<file path="src/rtl/sba_pkg.sv">
package sba_pkg;
   localparam int          SBA_BYTE_W = 8;
   localparam logic [7:0]  SBA_A1     = 8'hF6;
   localparam logic [7:0]  SBA_A2     = 8'h28;
   localparam int          SBA_N_A1   = 3;
   localparam int          SBA_N_A2   = 3;
endpackage

</file>
<file path="src/rtl/sba_shift.sv">
module sba_shift #(
   parameter int WIN_W = 48
) (
   input  logic             clk_bit,
   input  logic             rst_n,
   input  logic             ser_in,
   output logic [WIN_W-1:0] window
);
   always_ff @(posedge clk_bit) begin
      if (!rst_n) window <= '0;
      else        window <= {window[WIN_W-2:0], ser_in};
   end
endmodule

</file>
<file path="src/rtl/sba_match.sv">
module sba_match #(
   parameter int                BYTE_W = 8,
   parameter int                N_A1   = 3,
   parameter int                N_A2   = 3,
   parameter logic [BYTE_W-1:0] A1     = 8'hF6,
   parameter logic [BYTE_W-1:0] A2     = 8'h28
) (
   input  logic [BYTE_W*(N_A1+N_A2)-1:0] window,
   input  logic                          armed,
   output logic                          hit
);
   localparam int N_BYTES = N_A1 + N_A2;
   localparam int WIN_W   = BYTE_W * N_BYTES;

   logic [N_BYTES-1:0] byte_hit;

   for (genvar g = 0; g < N_BYTES; g++) begin : g_cmp
      localparam logic [BYTE_W-1:0] EXP = (g < N_A1) ? A1 : A2;
      assign byte_hit[g] = (window[WIN_W-1-g*BYTE_W -: BYTE_W] == EXP);
   end

   assign hit = armed & (&byte_hit);
endmodule

</file>
<file path="src/rtl/sba_framer.sv">
module sba_framer #(
   parameter int BYTE_W = 8
) (
   input  logic              clk_bit,
   input  logic              rst_n,
   input  logic              ser_in,
   input  logic [BYTE_W-2:0] win_lo,
   input  logic              hit,
   output logic [BYTE_W-1:0] byte_q,
   output logic              fp_q,
   output logic              byte_clk,
   output logic              fp_issue,
   output logic              pending
);
   localparam int            CW   = $clog2(BYTE_W);
   localparam logic [CW-1:0] LAST = CW'(BYTE_W - 1);
   localparam logic [CW-1:0] ONE  = CW'(1);

   logic [CW-1:0] cnt;
   logic          load;

   assign load     = (cnt == LAST);
   assign fp_issue = load & pending;
   assign byte_clk = ~cnt[CW-1];

   always_ff @(posedge clk_bit) begin
      if (!rst_n) begin
         cnt     <= '0;
         byte_q  <= '0;
         fp_q    <= 1'b0;
         pending <= 1'b0;
      end else begin
         // a match restarts the byte phase: the next bit is bit 0 of a byte
         if (hit) cnt <= ONE;
         else     cnt <= cnt + ONE;
         if (load) begin
            byte_q <= {win_lo, ser_in};
            fp_q   <= pending;
         end
         if (hit)       pending <= 1'b1;
         else if (load) pending <= 1'b0;
      end
   end
endmodule

</file>
<file path="src/rtl/sba_arm.sv">
module sba_arm (
   input  logic clk_bit,
   input  logic rst_n,
   input  logic oof,
   input  logic fp_issue,
   input  logic pending,
   output logic armed
);
   logic oof_d;
   logic fp_done;

   always_ff @(posedge clk_bit) begin
      if (!rst_n) begin
         oof_d   <= 1'b0;
         armed   <= 1'b0;
         fp_done <= 1'b0;
      end else begin
         oof_d <= oof;
         if (oof && !oof_d) begin
            armed   <= 1'b1;
            fp_done <= 1'b0;
         end else begin
            if (fp_issue) fp_done <= 1'b1;
            // both conditions, in either order, and no pulse still owed
            if (armed && fp_done && !pending && !oof) armed <= 1'b0;
         end
      end
   end
endmodule

</file>
<file path="src/rtl/sonet_byte_aligner.sv">
module sonet_byte_aligner #(
   parameter int                BYTE_W     = sba_pkg::SBA_BYTE_W,
   parameter int                N_A1       = sba_pkg::SBA_N_A1,
   parameter int                N_A2       = sba_pkg::SBA_N_A2,
   parameter logic [BYTE_W-1:0] A1         = BYTE_W'(sba_pkg::SBA_A1),
   parameter logic [BYTE_W-1:0] A2         = BYTE_W'(sba_pkg::SBA_A2),
   parameter bit                SQUELCH_EN = 1'b1
) (
   input  logic              clk_bit,
   input  logic              rst_n,
   input  logic              ser_in,
   input  logic              oof,
   input  logic              sig_det,
   output logic              byte_clk,
   output logic [BYTE_W-1:0] par_data,
   output logic              frame_pulse
);
   localparam int WIN_W = BYTE_W * (N_A1 + N_A2);

   if (BYTE_W < 2 || (BYTE_W & (BYTE_W - 1)) != 0) begin : g_bad_w
      $error("BYTE_W must be a power of two, at least 2");
   end
   if (N_A1 < 1 || N_A2 < 1) begin : g_bad_n
      $error("N_A1 and N_A2 must each be at least 1");
   end

   logic [WIN_W-1:0]  window;
   logic              hit;
   logic              armed;
   logic              fp_issue;
   logic              pending;
   logic [BYTE_W-1:0] byte_q;

   sba_shift #(.WIN_W(WIN_W)) u_shift (
      .clk_bit(clk_bit), .rst_n(rst_n), .ser_in(ser_in), .window(window)
   );

   sba_match #(.BYTE_W(BYTE_W), .N_A1(N_A1), .N_A2(N_A2), .A1(A1), .A2(A2)) u_match (
      .window(window), .armed(armed), .hit(hit)
   );

   sba_framer #(.BYTE_W(BYTE_W)) u_framer (
      .clk_bit(clk_bit), .rst_n(rst_n), .ser_in(ser_in),
      .win_lo(window[BYTE_W-2:0]), .hit(hit),
      .byte_q(byte_q), .fp_q(frame_pulse), .byte_clk(byte_clk),
      .fp_issue(fp_issue), .pending(pending)
   );

   sba_arm u_arm (
      .clk_bit(clk_bit), .rst_n(rst_n), .oof(oof),
      .fp_issue(fp_issue), .pending(pending), .armed(armed)
   );

   if (SQUELCH_EN) begin : g_squelch
      assign par_data = sig_det ? byte_q : '0;
   end else begin : g_pass
      logic unused_sd;
      assign unused_sd = sig_det;
      assign par_data  = byte_q;
   end
endmodule

</file>
<file path="config.mk">
export PLATFORM = sky130hd
export DESIGN_NAME = sonet_byte_aligner
export DESIGN_NICKNAME = d
export VERILOG_FILES = /design/src/rtl/sba_pkg.sv /design/src/rtl/sba_shift.sv /design/src/rtl/sba_match.sv /design/src/rtl/sba_framer.sv /design/src/rtl/sba_arm.sv /design/src/rtl/sonet_byte_aligner.sv
export SDC_FILE = /design/constraint.sdc
export NUM_CORES = 1
export LEC_CHECK = 0
export BUFFER_PORTS_ARGS = -buffer_cell sky130_fd_sc_hd__buf_2
export CAP_MARGIN = 20
export CELL_PAD_IN_SITES_DETAIL_PLACEMENT = 1
export CELL_PAD_IN_SITES_GLOBAL_PLACEMENT = 2
export CORE_MARGIN = 1.5
export CORE_UTILIZATION = 30
export DETAILED_ROUTE_END_ITERATION = 8
export PLACE_DENSITY = 0.67
export SYNTH_ARGS = -nofsm -noshare
export SYNTH_HDL_FRONTEND = slang
export SYNTH_SLANG_ARGS = --single-unit
</file>
<file path="constraint.sdc">
create_clock -name clk_bit -period 2.4 [get_ports clk_bit]
set_input_delay 0.12 -clock clk_bit [delete_from_list [all_inputs] [get_ports clk_bit]]
set_output_delay 0.12 -clock clk_bit [all_outputs]
set_load 0.05 [all_outputs]
</file>
### Yosys cells after proc, flatten, opt, wreduce, memory -nomap -nowiden

Cells that the tools add are included.

| word-level totals | value |
|---|---|
| bits in registers | 64 |
| bits in read-only memories | 0 |
| output and inout bits | 10 |
| logic and storage cells | 39 |
| bits in writable memories | 0 |
| input bits | 5 |
| bits in latches | 0 |
| memories | 0 |

| operators by class | value |
|---|---|
| add/sub/neg operators | 1 |
| div/mod/pow operators | 0 |
| reduce and logical (&&, ||, !) cells | 12 |
| shift operators | 0 |
| equal/unequal tests | 7 |
| bitwise logic cells | 4 |
| magnitude comparators | 0 |
| multiplexer cells | 6 |
| multiply operators | 0 |

Operator list:

| kind | number |
|---|---|
| == test 8 x 6 -> 1 bit, second input constant | 3 |
| == test 8 bit, second input constant | 3 |
| two-way mux 8 bit | 1 |
| AND reduction 6 bit | 1 |
| two-way mux 1 bit | 5 |
| logical AND 1 bit | 4 |
| nonzero test 2 bit | 2 |
| OR reduction 2 bit | 2 |
| adder 3 x 1 -> 3 bit, second input constant | 1 |
| == test 3 bit, second input constant | 1 |
| zero test 1 bit | 3 |
| bitwise AND 1 bit | 2 |
| NOT 1 bit | 2 |

### Longest topological paths before layout

| logic depth | value |
|---|---|
| depth after elaboration | 5 |
| mapped depth | 5 |
| mapped depth without buffers | 4 |

### Cells and area by module

A second synthesis with hierarchy kept.

| second synthesis, totals | value |
|---|---|
| cells, all modules | 178 |
| area total of the unflattened synthesis | 2145.8 sq um |

By module, submodules not included:

| module | cells an instance | instances | sequential area each (sq um) | area each (sq um) |
|---|---|---|---|---|
| sba_shift | 101 | 1 | 960.9 | 1331.3 |
| sba_framer | 43 | 1 | 260.2 | 499.2 |
| sba_match | 17 | 1 | 0.0 | 157.7 |
| sba_arm | 9 | 1 | 60.1 | 107.6 |
| sonet_byte_aligner | 8 | 1 | 0.0 | 50.0 |

### Least setup slack after synthesis

No wires, ideal clock.

| path | value |
|---|---|
| kind | reg2reg |
| from | register u_framer.cnt[0] |
| to | register u_framer.fp_q |
| setup time | 0.117 ns |
| clock period less this slack | 1.194 ns |
| data required time | 2.283 ns |
| stages on the path, launching flop included | 6 |
| path buffers | 1 |
| data arrival time | 1.077 ns |
| slack | 1.206 ns |
| path through | dfxtp_1 ha_1 ha_1 buf_2 mux2i_1 nor2_1 |

| on the way | value |
|---|---|
| word-level cells in the longest chain between the ends | 1 |

RTL lines:

| element | RTL line | RTL |
|---|---|---|
| start, declared | sba_framer.sv:19 | `logic [CW-1:0] cnt;` |
| start signal, assigned | sba_framer.sv:35 | `else cnt <= cnt + ONE;` |
| == test 3 bit | sba_framer.sv:22 | `assign load = (cnt == LAST);` |
| end signal, assigned | sba_framer.sv:38 | `fp_q <= pending;` |
| end, declared | sba_framer.sv:10 | `output logic fp_q,` |

Every way passes these cells.
A chain may end at the register's enable or synchronous reset.

### Worst setup path in the final report

| path | value |
|---|---|
| from | register u_framer.cnt[0] |
| to | register u_framer.byte_q[6] |

| on the way | value |
|---|---|
| word-level cells in the longest chain between the ends | 1 |

RTL lines:

| element | RTL line | RTL |
|---|---|---|
| == test 3 bit | sba_framer.sv:22 |  |
| end signal, assigned | sba_framer.sv:37 | `byte_q <= {win_lo, ser_in};` |
| end, declared | sba_framer.sv:9 | `output logic [BYTE_W-1:0] byte_q,` |

Every way passes these cells.

==> flow_summary.html <==
<table>
<tr><th>Metric</th><th>Value</th></tr>
<tr><th colspan="2">Synthesis</th></tr>
<tr><td>Post-synthesis sequential element count</td><td>64</td></tr>
<tr><td>Most numerous cell in the Yosys netlist</td><td>sky130_fd_sc_hd__dfxtp_1</td></tr>
<tr><td>Most used flip-flop cell after synthesis</td><td>sky130_fd_sc_hd__dfxtp_1</td></tr>
<tr><td>Count of warnings emitted by yosys</td><td>0</td></tr>
<tr><td>Most area-hungry cell type in the Yosys netlist</td><td>sky130_fd_sc_hd__dfxtp_1</td></tr>
<tr><td>Asr flop ratio synth</td><td>0%</td></tr>
<tr><td>Number of enable-type register cells in the synthesized netlist</td><td>0</td></tr>
<tr><td>Mapped Cells</td><td>187</td></tr>
<tr><td>Cell types with the highest counts after synthesis</td><td>sky130_fd_sc_hd__dfxtp_1, sky130_fd_sc_hd__and2_1, sky130_fd_sc_hd__nor2_1</td></tr>
<tr><td>Part of the Yosys area used for sequential elements</td><td>61.35%</td></tr>
<tr><td>Syn_area_per_cell</td><td>11.17 um^2</td></tr>
<tr><td>Synth top area share</td><td>61.35%</td></tr>
<tr><td>Number of distinct library cells after synthesis</td><td>26</td></tr>
<tr><td>Netlist area before placement</td><td>2088 um^2</td></tr>
<tr><td>Synthesized netlist net count</td><td>194</td></tr>
<tr><td>Leading cell types by total area after synthesis</td><td>sky130_fd_sc_hd__dfxtp_1, sky130_fd_sc_hd__and2_1, sky130_fd_sc_hd__mux2i_1</td></tr>
<tr><th colspan="2">Global route</th></tr>
<tr><td>Pin count of the biggest net entering global routing</td><td>54</td></tr>
<tr><td>Number of antenna violations at the first check in global routing</td><td>0</td></tr>
<tr><td>Number of global-route vias before repair</td><td>1359</td></tr>
<tr><td>Total global-route track usage</td><td>11.96%</td></tr>
<tr><td>Global-route wire length before repair</td><td>6.548 mm</td></tr>
<tr><td>Grt total ovfl</td><td>0</td></tr>
<tr><th colspan="2">Clock network</th></tr>
<tr><td>Maximum buffer depth of the clock tree</td><td>2</td></tr>
<tr><td>Clock insertion delay at the later pin of the skew report</td><td>0.33 ns</td></tr>
<tr><td>CTS tree</td><td>done</td></tr>
<tr><td>Count of cells resized by post-cts repair</td><td>0</td></tr>
<tr><td>Number of buffers added by the clock tree synthesis step</td><td>9</td></tr>
<tr><td>Clock-pin slew on the worst setup and hold paths</td><td>0.06 ns</td></tr>
<tr><td>Clock Root Buffer</td><td>sky130_fd_sc_hd__clkbuf_8</td></tr>
<tr><td>Post-CTS Setup Inserts</td><td>0</td></tr>
<tr><td>Clock sink count</td><td>64</td></tr>
<tr><td>H-tree lvl count</td><td>3</td></tr>
<tr><th colspan="2">Setup path</th></tr>
<tr><td>Crit Path Category</td><td>flip-flop to flip-flop</td></tr>
<tr><td>Required time reported for the critical path endpoint</td><td>2.62 ns</td></tr>
<tr><td>Data arrival time at the worst-slack endpoint</td><td>1.71 ns</td></tr>
<tr><td>Largest fanout on the critical path</td><td>11</td></tr>
<tr><td>Kind of start point of the critical path</td><td>flip-flop</td></tr>
<tr><td>Critical Path Sink Type</td><td>flip-flop</td></tr>
<tr><th colspan="2">Job</th></tr>
<tr><td>Max Cap Violations</td><td>0</td></tr>
<tr><th colspan="2">STA</th></tr>
<tr><td>Final Hold Fails</td><td>0</td></tr>
<tr><td>Worst Tran Pin Value</td><td>0.6858 ns</td></tr>
<tr><td>Number of setup violations in the final report</td><td>0</td></tr>
<tr><td>Post-layout minimum cycle time</td><td>1.492 ns</td></tr>
<tr><td>Final clock period utilization by the worst path</td><td>62.17%</td></tr>
<tr><td>Peak Freq</td><td>0.6702 GHz</td></tr>
<tr><td>Worst slew margin</td><td>54.28%</td></tr>
<tr><td>Largest clock skew in the final design</td><td>0.004736 ns</td></tr>
<tr><td>Slew Limit Fails</td><td>0</td></tr>
<tr><td>PnR worst setup slack</td><td>0.9079 ns</td></tr>
<tr><td>Unrepaired setup endpoints after global routing</td><td>no</td></tr>
<tr><td>Aggregate negative setup slack</td><td>0 ns</td></tr>
<tr><th colspan="2">Pwr</th></tr>
<tr><td>Leak</td><td>0.9962 nW</td></tr>
<tr><td>Worst vdd ir</td><td>0.3492 mV</td></tr>
<tr><td>Power density cells</td><td>853.0 nW/um^2</td></tr>
<tr><th colspan="2">Hold path</th></tr>
<tr><td>Class of the tightest hold or removal check</td><td>input port to flip-flop</td></tr>
<tr><th colspan="2">Status</th></tr>
<tr><td>Outcome</td><td>finished, final reports clean</td></tr>
<tr><th colspan="2">Drt</th></tr>
<tr><td>Antenna-violating nets left</td><td>0</td></tr>
<tr><td>Vias/cell</td><td>4.457</td></tr>
<tr><td>Number of violations reported at the end of detailed-routing iteration 0</td><td>51</td></tr>
<tr><td>Number of vias after detailed routing</td><td>1297</td></tr>
<tr><td>Wire length after detailed routing</td><td>3.842 mm</td></tr>
<tr><td>Number of iterations in the first detailed-routing pass</td><td>3</td></tr>
<tr><td>Routed length per placed instance</td><td>13.20 um</td></tr>
<tr><td>Post-route DRC violation count</td><td>0</td></tr>
<tr><th colspan="2">Die</th></tr>
<tr><td>Standard cell core area</td><td>6756 um^2</td></tr>
<tr><td>I/O pin count</td><td>15</td></tr>
<tr><td>Initial core utilization</td><td>30.91%</td></tr>
<tr><td>Overall die width</td><td>86.43 um</td></tr>
<tr><td>Vertical die dimension</td><td>86.43 um</td></tr>
<tr><td>Number of placement rows</td><td>30</td></tr>
<tr><td>Die Area</td><td>7470 um^2</td></tr>
<tr><th colspan="2">Placed design</th></tr>
<tr><td>Detailed Place HPWL</td><td>2.535 mm</td></tr>
<tr><td>Final weighted congestion in routability-driven placement</td><td>0.6611</td></tr>
<tr><td>Worst slack at placement</td><td>0.9158 ns</td></tr>
<tr><td>Count of port buffers added during placement</td><td>14</td></tr>
<tr><th colspan="2">Layout</th></tr>
<tr><td>Area delta synth-&gt;final</td><td>17.50%</td></tr>
<tr><td>Count of fill cells added during filler insertion</td><td>776</td></tr>
<tr><td>Post-layout nets</td><td>213</td></tr>
<tr><td>Antenna diode count</td><td>0</td></tr>
<tr><td>Fraction of final layout cells sized beyond drive strength 1</td><td>15.64%</td></tr>
</table>
==> area by class of cell <==
cell class | instances | area [um^2] | area share [%]
sequential | 64 | 1281 | 52.22
multi-input combinational | 111 | 752.0 | 30.65
clock buffer | 14 | 182.7 | 7.445
tap | 80 | 100.1 | 4.080
timing repair buffer | 16 | 87.58 | 3.570
clock inverter | 2 | 35.03 | 1.428
inverter | 4 | 15.01 | 0.6119
==> stage by stage <==
stage	hold slack [ns]	util (%)	std cells	power, mW	area [um^2]
floorplan	0.2417	-	187	1.129	2088
global placement	0.3423	32.94	274	1.144	2226
detailed placement	0.3499	32.94	274	1.145	2226
CTS	0.01206	36.31	291	2.130	2454
global route	0.02947	36.31	291	2.188	2454
finish	0.03056	36.31	291	2.093	2454
==> metal layers <==
layer	track usage, %	wire (um)	vias up	share of wire [%]
met5	0	0	-	0
met4	6.598	95	0	2.5
met3	5.238	165	9	4.3
met2	17.05	1619	17	42
met1	15.07	1962	610	51
li1	-	-	661	-
==> timing repair <==
item | 4_1_cts | 5_1_grt
hold buffers | 1 | 0
hold endpoints to repair | 1 | 0
setup endpoints to repair | 0 | 0
==> worst max-delay path, stage by stage, from the launching register on <==
cell                      delay [ns]
sky130_fd_sc_hd__dfxtp_1        0.33
sky130_fd_sc_hd__ha_1           0.14
sky130_fd_sc_hd__ha_1           0.59
sky130_fd_sc_hd__mux2i_1        0.26
sky130_fd_sc_hd__nor2_1         0.06
==> cell families (layout without fill, tap and decap cells) <==
group / after synthesis / count (layout) / synth area share (%)
adder cells (fa/ha/maj): 2 / 2 / 1.198
AO/OA/AOI/OAI: 7 / 7 / 2.517
buffers and inverters: 12 / 36 / 2.637
flip-flops: 64 / 64 / 61.35
AND/OR/NAND/NOR: 93 / 93 / 27.98
multiplexers: 9 / 9 / 4.314
==> flip-flops by register name, indices dropped and copies added, names as in the netlist <==
signal / cells
u_framer.fp_q: 1
u_framer.cnt: 3
u_framer.pending: 1
u_arm.oof_d: 1
u_arm.fp_done: 1
u_framer.byte_q: 8
u_arm.armed: 1
u_shift.window: 48
==> worst paths after layout <==
kind	slack [ns]	to	cells past startpoint	startpoint
min	0.03	u_arm.oof_d$_SDFF_PN0_	2	oof
max	0.91	u_framer.byte_q[6]$_SDFFE_PN0N_	4	u_framer.cnt[0]$_SDFF_PN0_
max reg2reg	0.91	u_framer.byte_q[6]$_SDFFE_PN0N_	4	u_framer.cnt[0]$_SDFF_PN0_
min reg2reg	0.45	u_shift.window[22]$_SDFF_PN0_	1	u_shift.window[21]$_SDFF_PN0_
==> cells in the final DEF, fill, tap and decap left out, types with 2 or more instances in the layout <==
cell / n
sky130_fd_sc_hd__nand4_1: 3
sky130_fd_sc_hd__inv_2: 2
sky130_fd_sc_hd__nor2_1: 11
sky130_fd_sc_hd__a21oi_1: 2
sky130_fd_sc_hd__buf_2: 14
sky130_fd_sc_hd__nand2_1: 3
sky130_fd_sc_hd__dfxtp_1: 64
sky130_fd_sc_hd__and4_1: 3
sky130_fd_sc_hd__inv_1: 2
sky130_fd_sc_hd__nor3_1: 2
sky130_fd_sc_hd__mux2i_1: 9
sky130_fd_sc_hd__and4b_1: 3
sky130_fd_sc_hd__a41oi_1: 2
sky130_fd_sc_hd__and2_1: 56
sky130_fd_sc_hd__ha_1: 2
sky130_fd_sc_hd__nand2b_1: 2
sky130_fd_sc_hd__nor4b_1: 5
sky130_fd_sc_hd__clkbuf_8: 13
sky130_fd_sc_hd__o41ai_1: 2
==> power breakdown <==
group          leakage [nW]  switching [mW]  total (mW)  internal [mW]
Sequential            0.517         0.00466        1.08           1.07
Clock                 0.113           0.380       0.972          0.592
Combinational         0.366          0.0303      0.0453         0.0150
Power figures use the tool's default switching activity.
